File: config.mk
export PLATFORM = sky130hd
export DESIGN_NAME = cap_tmr
export DESIGN_NICKNAME = d
export VERILOG_FILES = /design/src/rtl/tmr_pkg.sv /design/src/rtl/tmr_tick_gen.sv /design/src/rtl/tmr_fall_det.sv /design/src/rtl/tmr_next_calc.sv /design/src/rtl/cap_tmr.sv
export SDC_FILE = /design/constraint.sdc
export NUM_CORES = 1
export LEC_CHECK = 0
export ABC_CLOCK_PERIOD_IN_PS = 3500
export BUFFER_PORTS_ARGS = -buffer_cell sky130_fd_sc_hd__buf_2
export CORE_MARGIN = 10
export CORE_UTILIZATION = 30
export DETAILED_ROUTE_END_ITERATION = 8
export PLACE_DENSITY_LB_ADDON = 0.1
export SYNTH_ARGS = -nofsm -noshare
export SYNTH_HDL_FRONTEND = slang
export SYNTH_SLANG_ARGS = --single-unit
File: constraint.sdc
create_clock -name clk -period 3.5 [get_ports clk]
set_clock_uncertainty 0.2 [all_clocks]
set_input_delay 0.525 -clock clk [delete_from_list [all_inputs] [get_ports clk]]
set_output_delay 0.525 -clock clk [all_outputs]
set_load 0.02 [all_outputs]
File: src/rtl/tmr_pkg.sv
package tmr_pkg;
    typedef enum logic [1:0] {
        MD_CAPTURE     = 2'd0,
        MD_RELOAD_UP   = 2'd1,
        MD_RELOAD_UPDN = 2'd2
    } tmr_mode_e;

    typedef enum logic {
        ST_STOP = 1'b0,
        ST_RUN  = 1'b1
    } tmr_state_e;

    // Actions requested by the next-count calculator for one tick
    typedef struct packed {
        logic cnt_we;
        logic cap_we;
        logic ovf_set;
        logic ext_set;
        logic ext_tgl;
    } tmr_act_t;
endpackage

File: src/rtl/tmr_tick_gen.sv
module tmr_tick_gen #(
    parameter int DIV = 12
) (
    input  logic clk,
    input  logic rst_n,
    output logic tick
);
    localparam int CW = (DIV > 2) ? $clog2(DIV) : 1;
    localparam logic [CW-1:0] LAST = CW'(DIV - 1);

    logic [CW-1:0] phase_q;

    always_ff @(posedge clk) begin
        if (!rst_n) begin
            phase_q <= '0;
        end else if (phase_q == LAST) begin
            phase_q <= '0;
        end else begin
            phase_q <= phase_q + CW'(1);
        end
    end

    assign tick = (phase_q == LAST);
endmodule

File: src/rtl/tmr_fall_det.sv
module tmr_fall_det (
    input  logic clk,
    input  logic rst_n,
    input  logic tick,
    input  logic pin,
    output logic fall
);
    logic smp_q;

    always_ff @(posedge clk) begin
        if (!rst_n) begin
            smp_q <= 1'b0;
        end else if (tick) begin
            smp_q <= pin;
        end
    end

    // previous machine-cycle sample high, this one low
    assign fall = tick & smp_q & ~pin;
endmodule

File: src/rtl/tmr_next_calc.sv
module tmr_next_calc
    import tmr_pkg::*;
#(
    parameter int W = 16
) (
    input  tmr_mode_e      mode,
    input  logic [W-1:0]   cnt,
    input  logic [W-1:0]   rld,
    input  logic           inc_ev,
    input  logic           ex_fall,
    input  logic           ext_en,
    input  logic           dir_up,
    output logic [W-1:0]   cnt_nxt,
    output tmr_act_t       act
);
    localparam logic [W-1:0] ONE  = W'(1);
    localparam logic [W-1:0] TOP  = {W{1'b1}};

    always_comb begin
        cnt_nxt = cnt + ONE;
        act     = '0;
        unique case (mode)
            MD_CAPTURE: begin
                if (inc_ev) begin
                    act.cnt_we  = 1'b1;
                    act.ovf_set = (cnt == TOP);
                end
                if (ext_en && ex_fall) begin
                    act.cap_we  = 1'b1;
                    act.ext_set = 1'b1;
                end
            end
            MD_RELOAD_UP: begin
                if (ext_en && ex_fall) begin
                    act.cnt_we  = 1'b1;
                    act.ext_set = 1'b1;
                    cnt_nxt     = rld;
                end else if (inc_ev) begin
                    act.cnt_we = 1'b1;
                    if (cnt == TOP) begin
                        cnt_nxt     = rld;
                        act.ovf_set = 1'b1;
                    end
                end
            end
            MD_RELOAD_UPDN: begin
                if (inc_ev) begin
                    act.cnt_we = 1'b1;
                    if (dir_up) begin
                        if (cnt == TOP) begin
                            cnt_nxt     = rld;
                            act.ovf_set = 1'b1;
                            act.ext_tgl = 1'b1;
                        end
                    end else if (cnt == rld) begin
                        cnt_nxt     = TOP;
                        act.ovf_set = 1'b1;
                        act.ext_tgl = 1'b1;
                    end else begin
                        cnt_nxt = cnt - ONE;
                    end
                end
            end
            default: begin
                cnt_nxt = cnt;
            end
        endcase
    end
endmodule

File: src/rtl/cap_tmr.sv
module cap_tmr
    import tmr_pkg::*;
#(
    parameter int W   = 16,
    parameter int DIV = 12
) (
    input  logic         clk,
    input  logic         rst_n,
    input  logic         t2_pin,
    input  logic         t2ex_pin,
    input  logic         ctr_sel,
    input  logic         run,
    input  logic         ext_en,
    input  logic         cap_sel,
    input  logic         dn_en,
    input  logic         cnt_wr,
    input  logic [W-1:0] cnt_din,
    input  logic         rld_wr,
    input  logic [W-1:0] rld_din,
    input  logic         ovf_clr,
    input  logic         ext_clr,
    output logic [W-1:0] count,
    output logic [W-1:0] cap_val,
    output logic         ovf_flag,
    output logic         ext_flag,
    output logic         irq
);
    localparam int NPIN = 2;   // index 0: count pin, index 1: external pin

    tmr_state_e state_q;
    tmr_mode_e  mode;
    tmr_act_t   act;
    logic           tick;
    logic [NPIN-1:0] pins;
    logic [NPIN-1:0] falls;
    logic           inc_ev;
    logic           active;
    logic [W-1:0]   cnt_nxt;

    tmr_tick_gen #(.DIV(DIV)) u_tick (
        .clk   (clk),
        .rst_n (rst_n),
        .tick  (tick)
    );

    assign pins = {t2ex_pin, t2_pin};

    for (genvar g = 0; g < NPIN; g++) begin : g_pin
        tmr_fall_det u_det (
            .clk   (clk),
            .rst_n (rst_n),
            .tick  (tick),
            .pin   (pins[g]),
            .fall  (falls[g])
        );
    end

    always_comb begin
        if (cap_sel)    mode = MD_CAPTURE;
        else if (dn_en) mode = MD_RELOAD_UPDN;
        else            mode = MD_RELOAD_UP;
    end

    assign inc_ev = tick & (ctr_sel ? falls[0] : 1'b1);
    assign active = (state_q == ST_RUN) & tick;

    tmr_next_calc #(.W(W)) u_calc (
        .mode    (mode),
        .cnt     (count),
        .rld     (cap_val),
        .inc_ev  (inc_ev),
        .ex_fall (falls[1]),
        .ext_en  (ext_en),
        .dir_up  (t2ex_pin),
        .cnt_nxt (cnt_nxt),
        .act     (act)
    );

    // run state machine: start / halt
    always_ff @(posedge clk) begin
        if (!rst_n) begin
            state_q <= ST_STOP;
        end else begin
            unique case (state_q)
                ST_STOP: if (run)  state_q <= ST_RUN;
                ST_RUN:  if (!run) state_q <= ST_STOP;
                default: state_q <= ST_STOP;
            endcase
        end
    end

    // output registers
    always_ff @(posedge clk) begin
        if (!rst_n) begin
            count    <= '0;
            cap_val  <= '0;
            ovf_flag <= 1'b0;
            ext_flag <= 1'b0;
        end else begin
            if (cnt_wr)                    count <= cnt_din;
            else if (active && act.cnt_we) count <= cnt_nxt;

            if (rld_wr)                    cap_val <= rld_din;
            else if (active && act.cap_we) cap_val <= count;

            if (active && act.ovf_set)     ovf_flag <= 1'b1;
            else if (ovf_clr)              ovf_flag <= 1'b0;

            if (active && act.ext_tgl)     ext_flag <= ~ext_flag;
            else if (active && act.ext_set) ext_flag <= 1'b1;
            else if (ext_clr)              ext_flag <= 1'b0;
        end
    end

    assign irq = ovf_flag | (ext_flag & (mode != MD_RELOAD_UPDN));
endmodule

== Yosys cells after proc, flatten, opt, wreduce, memory -nomap -nowiden ==
Cells that the tools add are included.

* Bits in registers: 41
* Bits of input ports: 45
* Output and inout port bits: 35

* Add/sub/neg operators: 3
* Equality and inequality tests: 6
* Multiplexer cells: 35
* Bitwise logic cells: 12
* Reductions and logical operators: 16

{| class="wikitable"
|+ Operators by type and width
! operator !! number
|-
| $mux W16 || 10
|-
| $pmux W16 S3 || 1
|-
| $mux W1 || 20
|-
| $add A16 B1 Y16 const B || 1
|-
| $eq A16 B16 Y1 || 1
|-
| $eq A16 B16 Y1 const B || 1
|-
| $sub A16 B1 Y16 const B || 1
|-
| $and A1 B1 Y1 || 7
|-
| $logic_and A1 B1 Y1 || 6
|-
| $reduce_bool A2 Y1 || 3
|-
| $reduce_or A2 Y1 || 3
|-
| $add A4 B1 Y4 const B || 1
|-
| $eq A4 B4 Y1 const B || 1
|-
| $mux W2 || 2
|-
| $not A1 Y1 || 4
|-
| $reduce_bool A4 Y1 || 1
|-
| $pmux W1 S3 || 1
|-
| $reduce_bool A3 Y1 || 1
|-
| $eq A2 B1 Y1 const B || 1
|-
| $eq A2 B2 Y1 const B || 1
|-
| $logic_not A2 Y1 || 1
|-
| $ne A2 B2 Y1 const B || 1
|-
| $pmux W1 S2 || 1
|-
| $reduce_and A2 Y1 || 1
|-
| $or A1 B1 Y1 || 1
|}

== Longest topological paths before layout ==
* Depth after elaboration: 11
* Mapped depth: 9
* Gate-level depth less buffers: 8

== Hierarchy ==
From an unflattened synthesis, not the netlist that was laid out.

* Cell total of the unflattened synthesis: 491
* Area total of the unflattened synthesis: 3,753.6 um2

{| class="wikitable"
|+ Modules (own cells, without submodules)
! module !! times used !! cells an instance !! area each (um2) !! seq. area each (um2)
|-
| tmr_next_calc || 1 || 286 || 1,880.6 || 0.0
|-
| cap_tmr || 1 || 180 || 1,609.0 || 700.7
|-
| tmr_tick_gen || 1 || 17 || 171.4 || 80.1
|-
| tmr_fall_det || 2 || 4 || 46.3 || 20.0
|}

== Worst setup path after synthesis ==
No wires, ideal clock.

* Path kind: register to register
* From: register count[0]
* To: register count[10]
* Setup time: 0.127 ns
* Arrival: 2.085 ns
* Required time: 3.173 ns
* Path slack: 1.089 ns
* Stages on the path, launching flop included: 10
* Clock period less this slack: 2.411 ns
* Path through: dfxtp_1 clkbuf_1 inv_1 ha_1 nor3b_1 nand2_1 or3_1 xnor2_1 o221ai_1 o22ai_1

* Cells in the longest elaborated chain, start to end: 7
* Elaborated cells between the ends (all ways): 13
* Those cells by class: add/sub (2); eq/ne (2); mux (9)

{| class="wikitable"
|+ RTL lines
! item !! RTL line !! source
|-
| start, declared || cap_tmr.sv:22 || <nowiki>output logic [W-1:0] count,</nowiki>
|-
| start signal, assigned || cap_tmr.sv:100 || <nowiki>if (cnt_wr) count <= cnt_din;</nowiki>
|-
| start signal, assigned || cap_tmr.sv:101 || <nowiki>else if (active && act.cnt_we) count <= cnt_nxt;</nowiki>
|-
| $sub A16 B1 Y16 (tied with other cells) || tmr_next_calc.sv:60 || <nowiki>cnt_nxt = cnt - ONE;</nowiki>
|-
| $mux W16, on equally long branches || tmr_next_calc.sv:55, tmr_next_calc.sv:40, tmr_next_calc.sv:50 ||
|-
| $mux W16, on equally long branches || tmr_next_calc.sv:49, tmr_next_calc.sv:38 ||
|-
| $mux W16, on equally long branches || tmr_next_calc.sv:47, tmr_next_calc.sv:34 ||
|-
| $pmux W16 S3 (*) || tmr_next_calc.sv:22 || <nowiki>unique case (mode)</nowiki>
|-
| $mux W16 (*) || cap_tmr.sv:101 ||
|-
| $mux W16 (*) || cap_tmr.sv:100 ||
|}

Every way passes the cells marked *; elsewhere a longest branch is shown, timed or not. The select of a mux whose other input is x is not followed.
A chain may end at the register's enable or synchronous reset.

== Worst setup path after layout ==
* From: register count[1]
* To: register count[9]

The elaborated chain is that of the path after synthesis.

==> results.md <==
Timing:
- The actual transition at the worst max-transition pin is 868 ps.
- Based on the critical path, the design can be clocked at up to 308 MHz.
- The number of max-slew violations in the final report came to 0.
- The final worst-path cycle share is 0.927.
- The final count of hold timing violations is 0.
- The worst pin sits at a relative slew slack of 0.406.
- The routed design could run at a clock period as short as 3240 ps.
- Setup total negative slack on the finished layout was measured at 0 ps.
- Setup violations remaining at the end of the flow were counted as 0.
- Setup repair after global routing left no endpoint under its margin.
- Hold is met by 234 ps.
- The least setup slack across all paths after layout is 257 ps.

Floorplanning:
- The die is 127 µm wide.
- The core region is 11000 µm².
- The die covers 16100 µm².
- The number of top-level pins is 80.
- The site row count is 38.
- The die span in y is 127 µm.
- The initial core utilization is 0.311.

Critical path:
- The critical path is of the flop to flop type.
- STA classifies the critical path startpoint as a flop.
- The data arrival time of the worst path is 3200 ps.
- The required time of the critical path is 3460 ps.
- The sort of element at the end of the critical path is a flop.
- The largest driver fanout on the critical path is 13.

Min path:
- The worst hold path belongs to the class input pin to flop.

Route:
- Before antenna repair, the detailed router went through 5 iterations.
- The residual DRC count is 0.
- Detailed routing inserted a total of 3775 vias.
- The DRC marker count from the first detailed-route iteration is 348.
- The detail-routed via count per cell is 5.79.
- Once detail routing completed, the nets flagged for antenna violations numbered 0.
- After detailed routing, the average wire length per cell comes to 21.9 µm.
- For this block, the routed nets add up to 14.3 mm of wire.

Global routing:
- The initial antenna violation count is 0.
- In the global route stage, overall resource usage came out at 0.172.
- The via count of the first global-routing pass was 3765.
- The first-pass GRT wire length is 22.3 mm.
- The total congestion overflow is 0.
- The pin count of the biggest net entering global routing is 34.

Power and ir drop:
- Summing internal, switching and leakage power gives 1.45 mW.
- The worst-case vdd ir drop is 0.178 mV.
- The power per unit of standard cell area is 349 nW/µm².
- The analysis attributes to cell leakage a power of 1.89 nW.

CTS:
- The H-tree depth is 2.
- The clock-pin transition on the worst setup and hold timing paths is 70 ps.
- CTS placed an instance of sky130_fd_sc_hd__clkbuf_16 at the clock tree root.
- The insertion delay to the later sink of the worst-skew pair is 290 ps.
- The clock passes through at most 2 buffers.
- The total of hold buffers inserted after clock tree synthesis is 0.
- The number of clock buffers inserted by TritonCTS is 5.
- Once the clock tree was built, the setup fixing pass inserted 0 buffers.
- The TritonCTS clock tree is built.
- Gates resized during post-CTS repair numbered 0.
- The number of sinks driven by the clock tree is 41.

Layout:
- The final antenna diode count is 0.
- Leaving out fill and tap cells, the most frequent cell in the layout is sky130_fd_sc_hd__buf_2.
- For this run, the post-layout net count is 559.
- The final design utilization is 0.377.
- In the layout the commonest cells are sky130_fd_sc_hd__buf_2 (79), sky130_fd_sc_hd__nand2_1 (45), sky130_fd_sc_hd__dfxtp_1 (41).
- Compared with the post-synthesis result, the final layout area differs by 21.3%.
- In the final layout, the share of cells above drive strength 1 is 0.236.
- For this run, the number of standard cells in the final layout without fillers is 652.
- With fillers left out, the area of the finished cells amounts to 4140 µm².

Place:
- At the end of routability-driven placement, the weighted congestion stood at 0.887.
- At the placement stage, the worst setup path has a slack of 431 ps.
- The area of placed instances is 3970 µm².
- During placement, the flow inserted port buffers numbering 79.
- The number of placed cells counting well taps is 644.
- The final HPWL from detailed placement is 10.8 mm.

Synth:
- The synthesized netlist occupies a cell area of 3420 µm².
- The sequential fraction of the synthesis area is 0.240.
- The netlist uses 64 different library cells.
- The count of warnings emitted by yosys is 0.
- The top cell type by total area after synthesis is sky130_fd_sc_hd__dfxtp_1.
- The post-synthesis compound-gate area fraction is 0.265.
- Counting every net in the synthesized netlist gives 492.
- A synthesized cell averages 7.69 µm².
- Counting flops with an async set or reset pin after synthesis yields a share of 0.
- Synthesis handed over a netlist of 444 instances.
- After synthesis, the largest family of logic cells by area is compound AO/OA/AOI/OAI gates.
- The number of flops mapped to enable cells by yosys is 0.
- The portion of synthesized cell area occupied by the leading cell type is 0.240.
- Measured against the total synthesized area, the mux share comes to 0.0557.
- After synthesis, the cell types taking the most area are sky130_fd_sc_hd__dfxtp_1 (24%), sky130_fd_sc_hd__xor2_1 (6.9%), sky130_fd_sc_hd__mux2i_1 (5.6%).
- The prevailing post-synth register cell is sky130_fd_sc_hd__dfxtp_1.
- The register bit total from synthesis is 41.
- Of the total synthesized cell area, the portion taken by full adders, half adders and majority gates is 0.0110.
- The share of the synthesized netlist area taken by xor and xnor gates is 0.110.
- Of the total synthesized cell area, the portion taken by AND, OR, NAND and NOR gates is 0.262.

Flow run:
- Max-cap violations in this run came to 0.

Run status:
- The flow ran to the end, and the final reports show no timing, DRC or antenna violations.
routing by layer:
layer / track usage / routed length (µm)
met3: 0.0371 / 1130
met2: 0.259 / 6200
met1: 0.241 / 6700
met5: 0 / 0
met4: 0.0496 / 279
registers in the layout (all words and copies together), names as in the netlist:
name,count
cap_val,16
count,16
ext_flag,1
g_pin.u_det.smp_q,2
ovf_flag,1
state_q,1
u_tick.phase_q,4
cell type report:
cell class	instances	area [µm²]
fill	1166	6840
timing repair buffer	100	553
clock inverter	3	43.8
tap	140	175
inverter	4	15.0
multi-input combinational	359	2410
clock buffer	5	125
sequential	41	821
synth_stat cells, types with 5 or more instances:
cell	number
sky130_fd_sc_hd__a21oi_1	17
sky130_fd_sc_hd__xor2_1	27
sky130_fd_sc_hd__nand2b_1	5
sky130_fd_sc_hd__o211a_1	17
sky130_fd_sc_hd__nor4_1	9
sky130_fd_sc_hd__nand2_1	45
sky130_fd_sc_hd__o221ai_1	6
sky130_fd_sc_hd__dfxtp_1	41
sky130_fd_sc_hd__nand3_1	12
sky130_fd_sc_hd__buf_2	18
sky130_fd_sc_hd__xnor2_1	16
sky130_fd_sc_hd__clkbuf_1	21
sky130_fd_sc_hd__nor3b_1	5
sky130_fd_sc_hd__or3_1	7
sky130_fd_sc_hd__a21o_1	5
sky130_fd_sc_hd__o21ai_0	21
sky130_fd_sc_hd__mux2i_1	19
sky130_fd_sc_hd__nor2_1	37
sky130_fd_sc_hd__and3_1	5
sky130_fd_sc_hd__nand3b_1	5
sky130_fd_sc_hd__nand4_1	10
sky130_fd_sc_hd__o211ai_1	7
sky130_fd_sc_hd__nor3_1	9
sky130_fd_sc_hd__a31oi_1	7
sky130_fd_sc_hd__o22ai_1	5
sky130_fd_sc_hd__a211oi_1	8
sky130_fd_sc_hd__nor2b_1	5
power by group:
group | internal (mW) | switching, mW
Combinational | 0.139 | 0.195
Clock | 0.338 | 0.215
Sequential | 0.496 | 0.0643
critical path, cell delays in order (launching register included):
cell	delay (ps)
sky130_fd_sc_hd__dfxtp_1	690
sky130_fd_sc_hd__ha_1	510
sky130_fd_sc_hd__nand4_1	160
sky130_fd_sc_hd__nor4_2	290
sky130_fd_sc_hd__buf_4	260
sky130_fd_sc_hd__and3_1	190
sky130_fd_sc_hd__o21bai_1	180
sky130_fd_sc_hd__nor4_1	520
sky130_fd_sc_hd__nor4_1	110
path summary, 6_finish.rpt:
kind	slack (ps)	depth (start not counted)	end	startpoint
max	260	8	count[9]$_SDFFE_PN0P_	count[1]$_SDFFE_PN0P_
max reg2reg	260	8	count[9]$_SDFFE_PN0P_	count[1]$_SDFFE_PN0P_
min	230	2	state_q$_SDFF_PN0_	run
min reg2reg	250	1	u_tick.phase_q[0]$_SDFF_PP0_	u_tick.phase_q[0]$_SDFF_PP0_
logic make-up (layout without fill, tap and decap cells):
| logic type | Yosys count | after routing |
|---|---|---|
| simple gates | 170 | 170 |
| xor+xnor | 43 | 43 |
| compound gates | 124 | 124 |
| flops | 41 | 41 |
| mux | 19 | 19 |
| fa+ha+maj | 3 | 3 |
| buf+inv | 44 | 112 |
No activity file was read; power rests on OpenSTA's default activity.
